## src/rtl/pdf_pkg.sv

```systemverilog
package pdf_pkg;
  localparam int COMP_W    = 8;
  localparam int NUM_COMP  = 3;
  localparam int MAX_OUT_W = 10;
  localparam int MIN_OUT_W = 3;
  localparam int WSEL_W    = 4;
  localparam int DROP_W    = 3;
  localparam int EXTRA_W   = 2;
  localparam int THR_W     = 4;

  typedef enum logic [2:0] {
    MODE_PASS   = 3'd0,
    MODE_TRUNC  = 3'd1,
    MODE_DITHER = 3'd2,
    MODE_REPL   = 3'd3,
    MODE_PAD    = 3'd4
  } fmtMode_e;

  // strobes from control to datapath
  typedef struct packed {
    fmtMode_e                mode;
    logic [WSEL_W-1:0]       outWidth;
    logic [DROP_W-1:0]       dropBits;
    logic [EXTRA_W-1:0]      extraBits;
    logic                    load;
  } fmtCtrl_t;

  // ordered 4x4 threshold built from bit interleaving
  function automatic logic [THR_W-1:0] orderedThreshold(input logic [1:0] col,
                                                        input logic [1:0] row);
    logic [1:0] mix;
    mix = col ^ row;
    return {mix[0], row[0], mix[1], row[1]};
  endfunction
endpackage

```

## src/rtl/pdf_ctrl.sv

```systemverilog
module pdf_ctrl
  import pdf_pkg::*;
(
  input  logic              clk,
  input  logic              rstN,
  input  logic              frameStart,
  input  logic [WSEL_W-1:0] cfgOutWidth,
  input  logic              cfgDitherEn,
  input  logic              cfgReplicateEn,
  input  logic              inValid,
  output fmtCtrl_t          ctrlS
);
  localparam logic [WSEL_W-1:0] NATIVE_W = WSEL_W'(COMP_W);
  localparam logic [WSEL_W-1:0] LOW_W    = WSEL_W'(MIN_OUT_W);
  localparam logic [WSEL_W-1:0] HIGH_W   = WSEL_W'(MAX_OUT_W);

  logic [WSEL_W-1:0] clampedWidth;
  logic [WSEL_W-1:0] widthQ;
  logic              ditherQ;
  logic              replQ;

  always_comb begin
    if (cfgOutWidth < LOW_W)       clampedWidth = LOW_W;
    else if (cfgOutWidth > HIGH_W) clampedWidth = HIGH_W;
    else                           clampedWidth = cfgOutWidth;
  end

  always_ff @(posedge clk or negedge rstN) begin
    if (!rstN) begin
      widthQ  <= NATIVE_W;
      ditherQ <= 1'b0;
      replQ   <= 1'b0;
    end else if (frameStart) begin
      widthQ  <= clampedWidth;
      ditherQ <= cfgDitherEn;
      replQ   <= cfgReplicateEn;
    end
  end

  always_comb begin
    ctrlS          = '0;
    ctrlS.load     = inValid;
    ctrlS.outWidth = widthQ;
    ctrlS.mode     = MODE_PASS;
    if (widthQ < NATIVE_W) begin
      ctrlS.mode     = ditherQ ? MODE_DITHER : MODE_TRUNC;
      ctrlS.dropBits = DROP_W'(NATIVE_W - widthQ);
    end else if (widthQ > NATIVE_W) begin
      ctrlS.mode      = replQ ? MODE_REPL : MODE_PAD;
      ctrlS.extraBits = EXTRA_W'(widthQ - NATIVE_W);
    end
  end
endmodule

```

## src/rtl/pdf_lane.sv

```systemverilog
module pdf_lane
  import pdf_pkg::*;
(
  input  logic [COMP_W-1:0]    comp,
  input  fmtMode_e             mode,
  input  logic [WSEL_W-1:0]    outWidth,
  input  logic [DROP_W-1:0]    dropBits,
  input  logic [EXTRA_W-1:0]   extraBits,
  input  logic [THR_W-1:0]     threshold,
  output logic [MAX_OUT_W-1:0] result
);
  localparam logic [DROP_W-1:0] THR_SPAN = DROP_W'(THR_W);

  logic [COMP_W-1:0]    kept;
  logic [COMP_W-1:0]    keptMax;
  logic [COMP_W-1:0]    removed;
  logic [COMP_W-1:0]    scaledThr;
  logic [MAX_OUT_W-1:0] widened;
  logic [MAX_OUT_W-1:0] shiftedUp;
  logic [MAX_OUT_W-1:0] fillBits;
  logic                 roundUp;

  always_comb begin
    kept    = comp >> dropBits;
    keptMax = ~({COMP_W{1'b1}} << outWidth);
    removed = comp & ~({COMP_W{1'b1}} << dropBits);
    if (dropBits >= THR_SPAN)
      scaledThr = COMP_W'(threshold) << (dropBits - THR_SPAN);
    else
      scaledThr = COMP_W'(threshold) >> (THR_SPAN - dropBits);
    roundUp   = (removed > scaledThr) && (kept != keptMax);
    widened   = MAX_OUT_W'(comp);
    shiftedUp = widened << extraBits;
    fillBits  = MAX_OUT_W'(comp >> (COMP_W - int'(extraBits)));
    case (mode)
      MODE_TRUNC:  result = MAX_OUT_W'(kept);
      MODE_DITHER: result = MAX_OUT_W'(kept) + MAX_OUT_W'(roundUp);
      MODE_REPL:   result = shiftedUp | fillBits;
      MODE_PAD:    result = shiftedUp;
      default:     result = widened;
    endcase
  end
endmodule

```

## src/rtl/pdf_datapath.sv

```systemverilog
module pdf_datapath
  import pdf_pkg::*;
(
  input  logic                          clk,
  input  logic                          rstN,
  input  fmtCtrl_t                      ctrlS,
  input  logic [NUM_COMP*COMP_W-1:0]    inPixel,
  input  logic [1:0]                    colLow,
  input  logic [1:0]                    rowLow,
  input  logic [1:0]                    frameLow,
  output logic                          outValid,
  output logic [NUM_COMP*MAX_OUT_W-1:0] outPixel
);
  logic [1:0]                    colIdx;
  logic [1:0]                    rowIdx;
  logic [THR_W-1:0]              threshold;
  logic [NUM_COMP*MAX_OUT_W-1:0] nextPixel;

  always_comb begin
    colIdx    = colLow + frameLow;
    rowIdx    = rowLow + frameLow;
    threshold = orderedThreshold(colIdx, rowIdx);
  end

  for (genvar g = 0; g < NUM_COMP; g++) begin : gLane
    pdf_lane laneI (
      .comp      (inPixel[g*COMP_W +: COMP_W]),
      .mode      (ctrlS.mode),
      .outWidth  (ctrlS.outWidth),
      .dropBits  (ctrlS.dropBits),
      .extraBits (ctrlS.extraBits),
      .threshold (threshold),
      .result    (nextPixel[g*MAX_OUT_W +: MAX_OUT_W])
    );
  end

  always_ff @(posedge clk or negedge rstN) begin
    if (!rstN) begin
      outValid <= 1'b0;
      outPixel <= '0;
    end else begin
      outValid <= ctrlS.load;
      if (ctrlS.load) outPixel <= nextPixel;
    end
  end
endmodule

```

## src/rtl/pixel_depth_formatter.sv

```systemverilog
module pixel_depth_formatter
  import pdf_pkg::*;
#(
  parameter int POS_W   = 12,
  parameter int FRAME_W = 8
) (
  input  logic                          clk,
  input  logic                          rstN,
  input  logic                          frameStart,
  input  logic [WSEL_W-1:0]             cfgOutWidth,
  input  logic                          cfgDitherEn,
  input  logic                          cfgReplicateEn,
  input  logic                          inValid,
  input  logic [NUM_COMP*COMP_W-1:0]    inPixel,
  input  logic [POS_W-1:0]              posX,
  input  logic [POS_W-1:0]              posY,
  input  logic [FRAME_W-1:0]            frameNum,
  output logic                          outValid,
  output logic [NUM_COMP*MAX_OUT_W-1:0] outPixel
);
  fmtCtrl_t ctrlS;
  logic     unusedHighBits;

  // only the two low bits of position and frame steer the matrix
  assign unusedHighBits = ^{posX[POS_W-1:2], posY[POS_W-1:2], frameNum[FRAME_W-1:2]};

  pdf_ctrl ctrlI (
    .clk            (clk),
    .rstN           (rstN),
    .frameStart     (frameStart),
    .cfgOutWidth    (cfgOutWidth),
    .cfgDitherEn    (cfgDitherEn),
    .cfgReplicateEn (cfgReplicateEn),
    .inValid        (inValid),
    .ctrlS          (ctrlS)
  );

  pdf_datapath dpI (
    .clk      (clk),
    .rstN     (rstN),
    .ctrlS    (ctrlS),
    .inPixel  (inPixel),
    .colLow   (posX[1:0]),
    .rowLow   (posY[1:0]),
    .frameLow (frameNum[1:0]),
    .outValid (outValid),
    .outPixel (outPixel)
  );
endmodule

```

## config.mk

```make
export PLATFORM = sky130hd
export DESIGN_NAME = pixel_depth_formatter
export DESIGN_NICKNAME = d
export VERILOG_FILES = /design/src/rtl/pdf_pkg.sv /design/src/rtl/pdf_ctrl.sv /design/src/rtl/pdf_lane.sv /design/src/rtl/pdf_datapath.sv /design/src/rtl/pixel_depth_formatter.sv
export SDC_FILE = /design/constraint.sdc
export NUM_CORES = 1
export LEC_CHECK = 0
export ABC_CLOCK_PERIOD_IN_PS = 10100
export CORE_ASPECT_RATIO = 1.75
export CORE_MARGIN = 5
export CORE_UTILIZATION = 60
export DETAILED_ROUTE_END_ITERATION = 10
export HOLD_SLACK_MARGIN = 0.06
export PLACE_DENSITY = 0.89
export SLEW_MARGIN = 15
export SYNTH_ARGS = -nofsm -noshare
export SYNTH_HDL_FRONTEND = slang
export SYNTH_SLANG_ARGS = --single-unit
```

## constraint.sdc

```tcl
create_clock -name clk -period 10.1 [get_ports clk]
set_clock_uncertainty 0.05 [all_clocks]
set_input_delay 1.01 -clock clk [delete_from_list [all_inputs] [get_ports clk]]
set_output_delay 1.01 -clock clk [all_outputs]
set_load 0.02 [all_outputs]
```

==> impl_metrics.csv, run 1 <==
group,metric,value,unit
cts,cts_resized,0,
sta,period_needed,6.59,ns
flow_run,cap_viol_max_count,0,
sta,tightest_slew,1.20,ns
cts,cts_tree,"done",
worst_hold_path,min_path_type,"register to register",
grt,grt_pass1_vias,6407,
place,gp_congestion,0.973,
setup_path,critPathKind,"register to register",
yosys,async_reset_ff_frac,1.00,
status,status,"finished with violations",
sta,rsz0062_at_grt,"no",
worst_hold_path,min_path_cells,1,
die,initial_core_util,0.605,
yosys,synthFlopType,"dfrtp_1",
die,fp.dieH,138,µm
yosys,ys_seq_area_frac,0.164,
route,via_count,6521,
yosys,synth_area_leaders,"dfrtp_1 16%, ha_1 8.4%, mux2i_1 5.5%",
finish,nFillCells,799,
worst_hold_path,min_from,"dpI.outPixel[14]",
power,vdd_drop_max,0.148,mV
finish,nets,874,
sta,relSlewSlack,0.197,
setup_path,slowest_delay,0.66,ns
finish,finalInstanceArea,0.00640,mm²
die,rows,47,
yosys,synth_warnings,0,
route,first_iter_violations,845,
place,dpl.hpwl,16000,µm
sta,final.period_utilization,0.653,
die,die_w,83.4,µm
setup_path,crit_top_cell,"ha_1",
route,route.detailed.drc,1,
yosys,synth_edf_count,0,
worst_hold_path,min_to,"dpI.outPixel[14]",
grt,gr-total-overflow,0,
die,io_pins,97,
route,routed.top_layer,"met4",
yosys,syn_nets,856,
route,wl_met3,2120,µm
power,total_power,1020,µW
power,cellLeakagePower,0.00251,µW
grt,grt_max_degree,62,
setup_path,critPathArrivalTime,6.70,ns
sta,fin_setup_tns,0,ns
sta,slew_viol_final,0,
finish,n_antenna_cell,0,
cts,clockBufferDepth,2,
sta,timing.fmax,152,MHz
yosys,yosysTopAreaCell,"dfrtp_1",
place,io_buffers,70,
yosys,synthCells,752,
setup_path,r2r_end,"dpI.outPixel[11]",
setup_path,cp-start-kind,"register",
place,placed_area,0.00625,mm²
route,route.layer.met1.wl,7560,µm
cts,clock_sinks,37,
power,power_density,160,mW/mm²
cts,clkLatencyLatePin,0.29,ns
cts,h-tree-depth,2,
finish,final_common_cell,"clkdlybuf4s50_1",
yosys,synth_top_area_share,0.159,
route,postRouteAntennaNets,0,
sta,finalSetupViolCount,0,
yosys,synth.distinct_cells,84,
setup_path,reg2regPathDepth,24,
setup_path,cp_max_fo,61,
finish,area_growth,13.1,%
cts,ctsHoldBuffers,0,
setup_path,slowest_stage,"ha_1",
cts,postCtsSetupBuffers,0,
grt,grt_usage,0.368,
cts,clockRootBuffer,"clkbuf_16",
setup_path,r2r-start,"ctrlI.widthQ[0]",
grt,antenna_found_initial,0,
yosys,synth.avg_cell_area,7.53,µm²
cts,cts_buffers,5,
die,core_area,0.00935,mm²
route,met2WireLength,10500,µm
finish,seq_area,928,µm²
route,drt-pass1-iter-count,10,
setup_path,required,10.20,ns
die,die_area,0.0116,mm²
setup_path,cp-end-kind,"register",
route,via_per_inst,7.30,
setup_path,crit_chain,"buf_4, inv_1, ha_1, ha_1, nor2b_2, buf_4, ha_1, nand2_1, a2bb2oi_1, ha_1, nor2b_1, o21a_1, o21a_1, o21ai_0, a21oi_1, o22ai_1, a31oi_1, ha_1, ha_1, a21oi_1, o21ai_0, a221o_1, o21ai_0, o21ai_0",
yosys,ys_ff_latch,37,
finish,multiInputGateArea,0.00432,mm²
sta,hold_viol,0,
yosys,syn_area,0.00566,mm²
finish,layout-drive-gt1-share,0.0700,
route,wire_per_inst,24.5,µm
status,violations,"DRC",
setup_path,worst-r2r-setup-slack,3.51,ns
cts,clk_transition_reported_paths,0.06,ns
grt,grt_pass1_wl,34400,µm
route,wirelength,21900,µm
finish,layout_common_cells,"69 x clkdlybuf4s50_1, 66 x nand2_1, 60 x nor2_1",
[stage by stage]
step                utilization  hold slack, ns  instances  setup slack, ns
floorplan                     -           0.445        752             4.91
global placement          0.668           0.415        885             3.82
detailed placement        0.668           0.422        885             3.72
CTS                       0.684           0.435        893             3.66
global route              0.684           0.472        893             3.33
finish                    0.684           0.431        893             3.51
[report_power, final]
part | total (µW) | switching (µW) | leakage, µW | internal (µW)
Combinational | 663 | 399 | 0.00199 | 264
Clock | 163 | 64.6 | 0.0000701 | 98.4
Sequential | 198 | 20.8 | 0.000449 | 177
[worst max-delay path by stage]
stage | cells after the start | end | slack (ns) | start
after floorplan | 24 | dpI.outPixel[1] | 4.91 | ctrlI.widthQ[0]
after global placement | 24 | dpI.outPixel[11] | 3.82 | ctrlI.widthQ[0]
after detailed placement | 24 | dpI.outPixel[14] | 3.72 | ctrlI.widthQ[0]
after CTS | 24 | dpI.outPixel[11] | 3.66 | ctrlI.widthQ[0]
after global routing | 24 | dpI.outPixel[11] | 3.33 | ctrlI.widthQ[0]
final | 24 | dpI.outPixel[11] | 3.51 | ctrlI.widthQ[0]
[cells in the mapped netlist, types with 5 or more instances]
library cell,instances
ha_1,38
o22ai_1,19
nor3b_1,5
nand3_1,20
nor2b_1,11
dfrtp_1,36
buf_2,17
xor2_1,9
a211oi_1,8
and2_1,11
o211ai_1,12
a221oi_1,7
and3_1,15
inv_1,16
xnor2_1,20
a21o_1,5
clkbuf_1,37
a2bb2oi_1,5
nor2_1,61
nand2_1,66
nand4_1,8
a221o_1,8
o21a_1,12
mux2_2,7
nand2b_1,14
a31oi_1,10
nor3_1,16
o2111ai_1,6
a21oi_1,54
o21ai_0,56
nand3b_1,7
buf_4,8
mux2i_1,31
a22o_1,5
[layer usage]
metal	GRT usage	vias to the layer above
li1	-	2865
met2	0.606	505
met1	0.427	3011
met3	0.0619	140
met4	0.263	0
met5	0	-
[worst max-delay path: cells and delay by family (launching register included)]
family	cells	cell delay, ns
buffers and inverters	3	1.21
AOI/OAI and AO/OA	12	2.04
adders and majority gates	6	2.19
and+or+nand+nor	3	0.57
DFF	1	0.34
[cell type report]
cell class                 count  area share
timing repair buffer          80       0.120
sequential                    37       0.145
clock buffer                   7      0.0223
clock inverter                 1     0.00117
inverter                      21      0.0123
tap                          122      0.0239
multi-input combinational    625       0.675
[flip-flops by register name (all words and copies together) (netlist names)]
| register | flops |
|---|---|
| ctrlI.ditherQ | 1 |
| dpI.outValid | 1 |
| ctrlI.widthQ | 4 |
| dpI.outPixel | 30 |
| ctrlI.replQ | 1 |
[cell families after synthesis]
kind of cell,count (synthesis),synth area share
compound gates,267,0.334
simple gates,253,0.230
buf+inv,90,0.0747
mux,38,0.0688
fa+ha+maj,38,0.0840
flops,37,0.164
xor+xnor,29,0.0449
No activity file was read; power rests on OpenSTA's default activity.
==> inputs of run 2 (changes only) <==
ABC_CLOCK_PERIOD_IN_PS = 6500   (was 10100)
CORE_UTILIZATION = 55   (was 60)
PLACE_DENSITY = 0.82   (was 0.89)
clock period = 6.5 ns   (was 10.1 ns; I/O delays follow)
==> run 2 against run 1 <==
Effect of this change: the flow now finishes without violations; combinational power is 54% higher; fmax is 24% higher; register-to-register slack worse by 2.3 ns; setup slack worse by 2.3 ns; highest routed layer unchanged; die area is 8.2% higher; utilization is 4.7 points lower; count of clock-buffer cells in the layout is 1 lower; design area is 1.3% higher; first-iteration DRC count is 15% lower; global-route usage is 2.6 points lower; sequential power is 54% higher.
==> impl_metrics.csv, run 2 (same netlist as run 1, synthesis figures left out) <==
group,metric,value,unit
status,status,"complete, no violations",
setup_path,crit_top_cell,"ha_1",
route,route.detailed.drc,0,
finish,multiInputGateArea,0.00431,mm²
finish,layoutNonFillerInstCount,907,
cts,clockBufferDepth,2,
cts,clockRootBuffer,"clkbuf_16",
die,initial_core_util,0.556,
sta,final.period_utilization,0.816,
place,gp_congestion,0.934,
sta,period_needed,5.30,ns
setup_path,crit_chain,"buf_4, nand2b_1, buf_4, ha_1, nand3b_1, o21ai_0, a21oi_1, a2bb2oi_1, ha_1, nor2b_1, o21a_1, o21a_1, o21ai_0, a21oi_1, o22ai_1, a21oi_1, ha_1, ha_1, nand2_1, xnor2_1, nor2_1, o221ai_1, o21ai_0",
grt,gr-total-overflow,0,
setup_path,cp_top_family,"compound AO/OA/AOI/OAI gates",
grt,grtUsageMet3,0.0399,
setup_path,reg2regPathDepth,23,
route,postRouteAntennaNets,0,
finish,final_common_cell,"clkdlybuf4s50_1",
finish,largest_reg_flops,30,
finish,nFillCells,947,
setup_path,slowest_delay,0.55,ns
finish,reg_top3,"dpI.outPixel (30), ctrlI.widthQ (4)",
power,cellLeakagePower,0.00256,µW
route,via_per_inst,7.03,
setup_path,critPathArrivalTime,5.41,ns
sta,finalSetupViolCount,0,
grt,grt_use_met1,0.400,
die,fp.dieH,144,µm
finish,area_growth,14.6,%
grt,grt.busiest_layer,"met2",
flow_run,cap_viol_max_count,0,
cts,clkLatencyLatePin,0.29,ns
grt,grt_max_degree,61,
setup_path,cp_max_fo,60,
route,wirelength,21300,µm
grt,met2_usage,0.569,
die,die_w,86.7,µm
sta,slew_viol_final,0,
die,core_area,0.0102,mm²
route,drt-pass1-iter-count,5,
finish,layout-drive-gt1-share,0.0782,
place,io_buffers,70,
finish,layout_common_cells,"69 x clkdlybuf4s50_1, 66 x nand2_1, 61 x nor2_1",
sta,relSlewSlack,0.396,
cts,postCtsSetupBuffers,0,
worst_hold_path,min_path_type,"primary input to async pin",
setup_path,slowest_stage,"buf_4",
setup_path,required,6.60,ns
die,rows,49,
cts,clk_transition_reported_paths,0.06,ns
setup_path,path_depth,23,
grt,grt_pass1_vias,6353,
place,dpl.cell_count,899,
finish,largest_register,"dpI.outPixel",
power,power_density,248,mW/mm²
die,die_area,0.0125,mm²
route,first_iter_violations,722,
die,io_pins,97,
setup_path,path_buf_inv,2,
sta,fin_setup_tns,0,ns
cts,cts_resized,0,
cts,cts_buffers,5,
grt,grt_usage,0.342,
sta,tightest_slew,0.904,ns
finish,n_antenna_cell,0,
finish,seq_area,928,µm²
setup_path,cp-end-kind,"register",
cts,ctsHoldBuffers,0,
grt,antenna_found_initial,0,
route,wire_per_inst,23.5,µm
cts,cts_tree,"done",
place,dpl.hpwl,15900,µm
grt,grt_pass1_wl,33300,µm
sta,hold_viol,0,
cts,clock_sinks,37,
setup_path,critPathKind,"register to register",
finish,nets,883,
cts,h-tree-depth,2,
power,vdd_drop_max,0.231,mV
sta,timing.fmax,189,MHz
sta,rsz0062_at_grt,"no",
route,via_count,6374,
setup_path,cp-start-kind,"register",
[run 2: through the flow]
step | hold slack [ns] | cell area, µm² | power (µW) | setup WS (ns) | utilization
6_report | 0.411 | 6480 | 1610 | 1.20 | 0.637
5_1_grt | 0.468 | 6480 | 1720 | 0.776 | 0.637
4_1_cts | 0.433 | 6480 | 1600 | 1.28 | 0.637
3_5_place_dp | 0.418 | 6320 | 1310 | 1.25 | 0.621
3_3_place_gp | 0.416 | 6320 | 1290 | 1.26 | 0.621
2_1_floorplan | 0.304 | 5660 | 997 | 1.31 | -
[run 2: where the power goes]
part	internal (µW)	leakage (µW)	switching [µW]
clock	182	0.0000810	101
combinational	417	0.00203	606
sequential	275	0.000449	30.0
total	874	0.00256	737
[run 2: final cells by class]
type / count / share of cell area
sequential: 37 / 0.143
multi-input combinational: 625 / 0.665
tap: 127 / 0.0245
clock buffer: 6 / 0.0199
timing repair buffer: 89 / 0.129
clock inverter: 2 / 0.00598
inverter: 21 / 0.0122
[run 2: worst reg2reg max path, cell delays in order, from the launching register on]
cell and delay (ns):
dfrtp_2 0.35, buf_4 0.55, nand2b_1 0.16, buf_4 0.22, ha_1 0.39, nand3b_1 0.12, o21ai_0 0.08, a21oi_1 0.22
a2bb2oi_1 0.39, ha_1 0.32, nor2b_1 0.13, o21a_1 0.17, o21a_1 0.18, o21ai_0 0.18, a21oi_1 0.10, o22ai_1 0.32
a21oi_1 0.12, ha_1 0.23, ha_1 0.22, nand2_1 0.11, xnor2_1 0.14, nor2_1 0.07, o221ai_1 0.20, o21ai_0 0.13
[run 2: worst paths after layout]
| kind | start | slack, ns | endpoint |
|---|---|---|---|
| setup / recovery | ctrlI.widthQ[0] | 1.20 | dpI.outPixel[22] |
| hold / removal | rstN | 0.41 | ctrlI.ditherQ |
| setup reg to reg | ctrlI.widthQ[0] | 1.20 | dpI.outPixel[22] |
| hold reg to reg | dpI.outPixel[0] | 0.44 | dpI.outPixel[0] |
| max in group asynchronous | rstN | 5.42 | ctrlI.widthQ[0] |
| min in group clk | dpI.outPixel[0] | 0.44 | dpI.outPixel[0] |
[run 2: layer usage]
layer,routed length [µm],up-vias
li1,-,2878
met3,1530,109
met2,10200,407
met4,1590,0
met5,0,-
met1,7980,2980
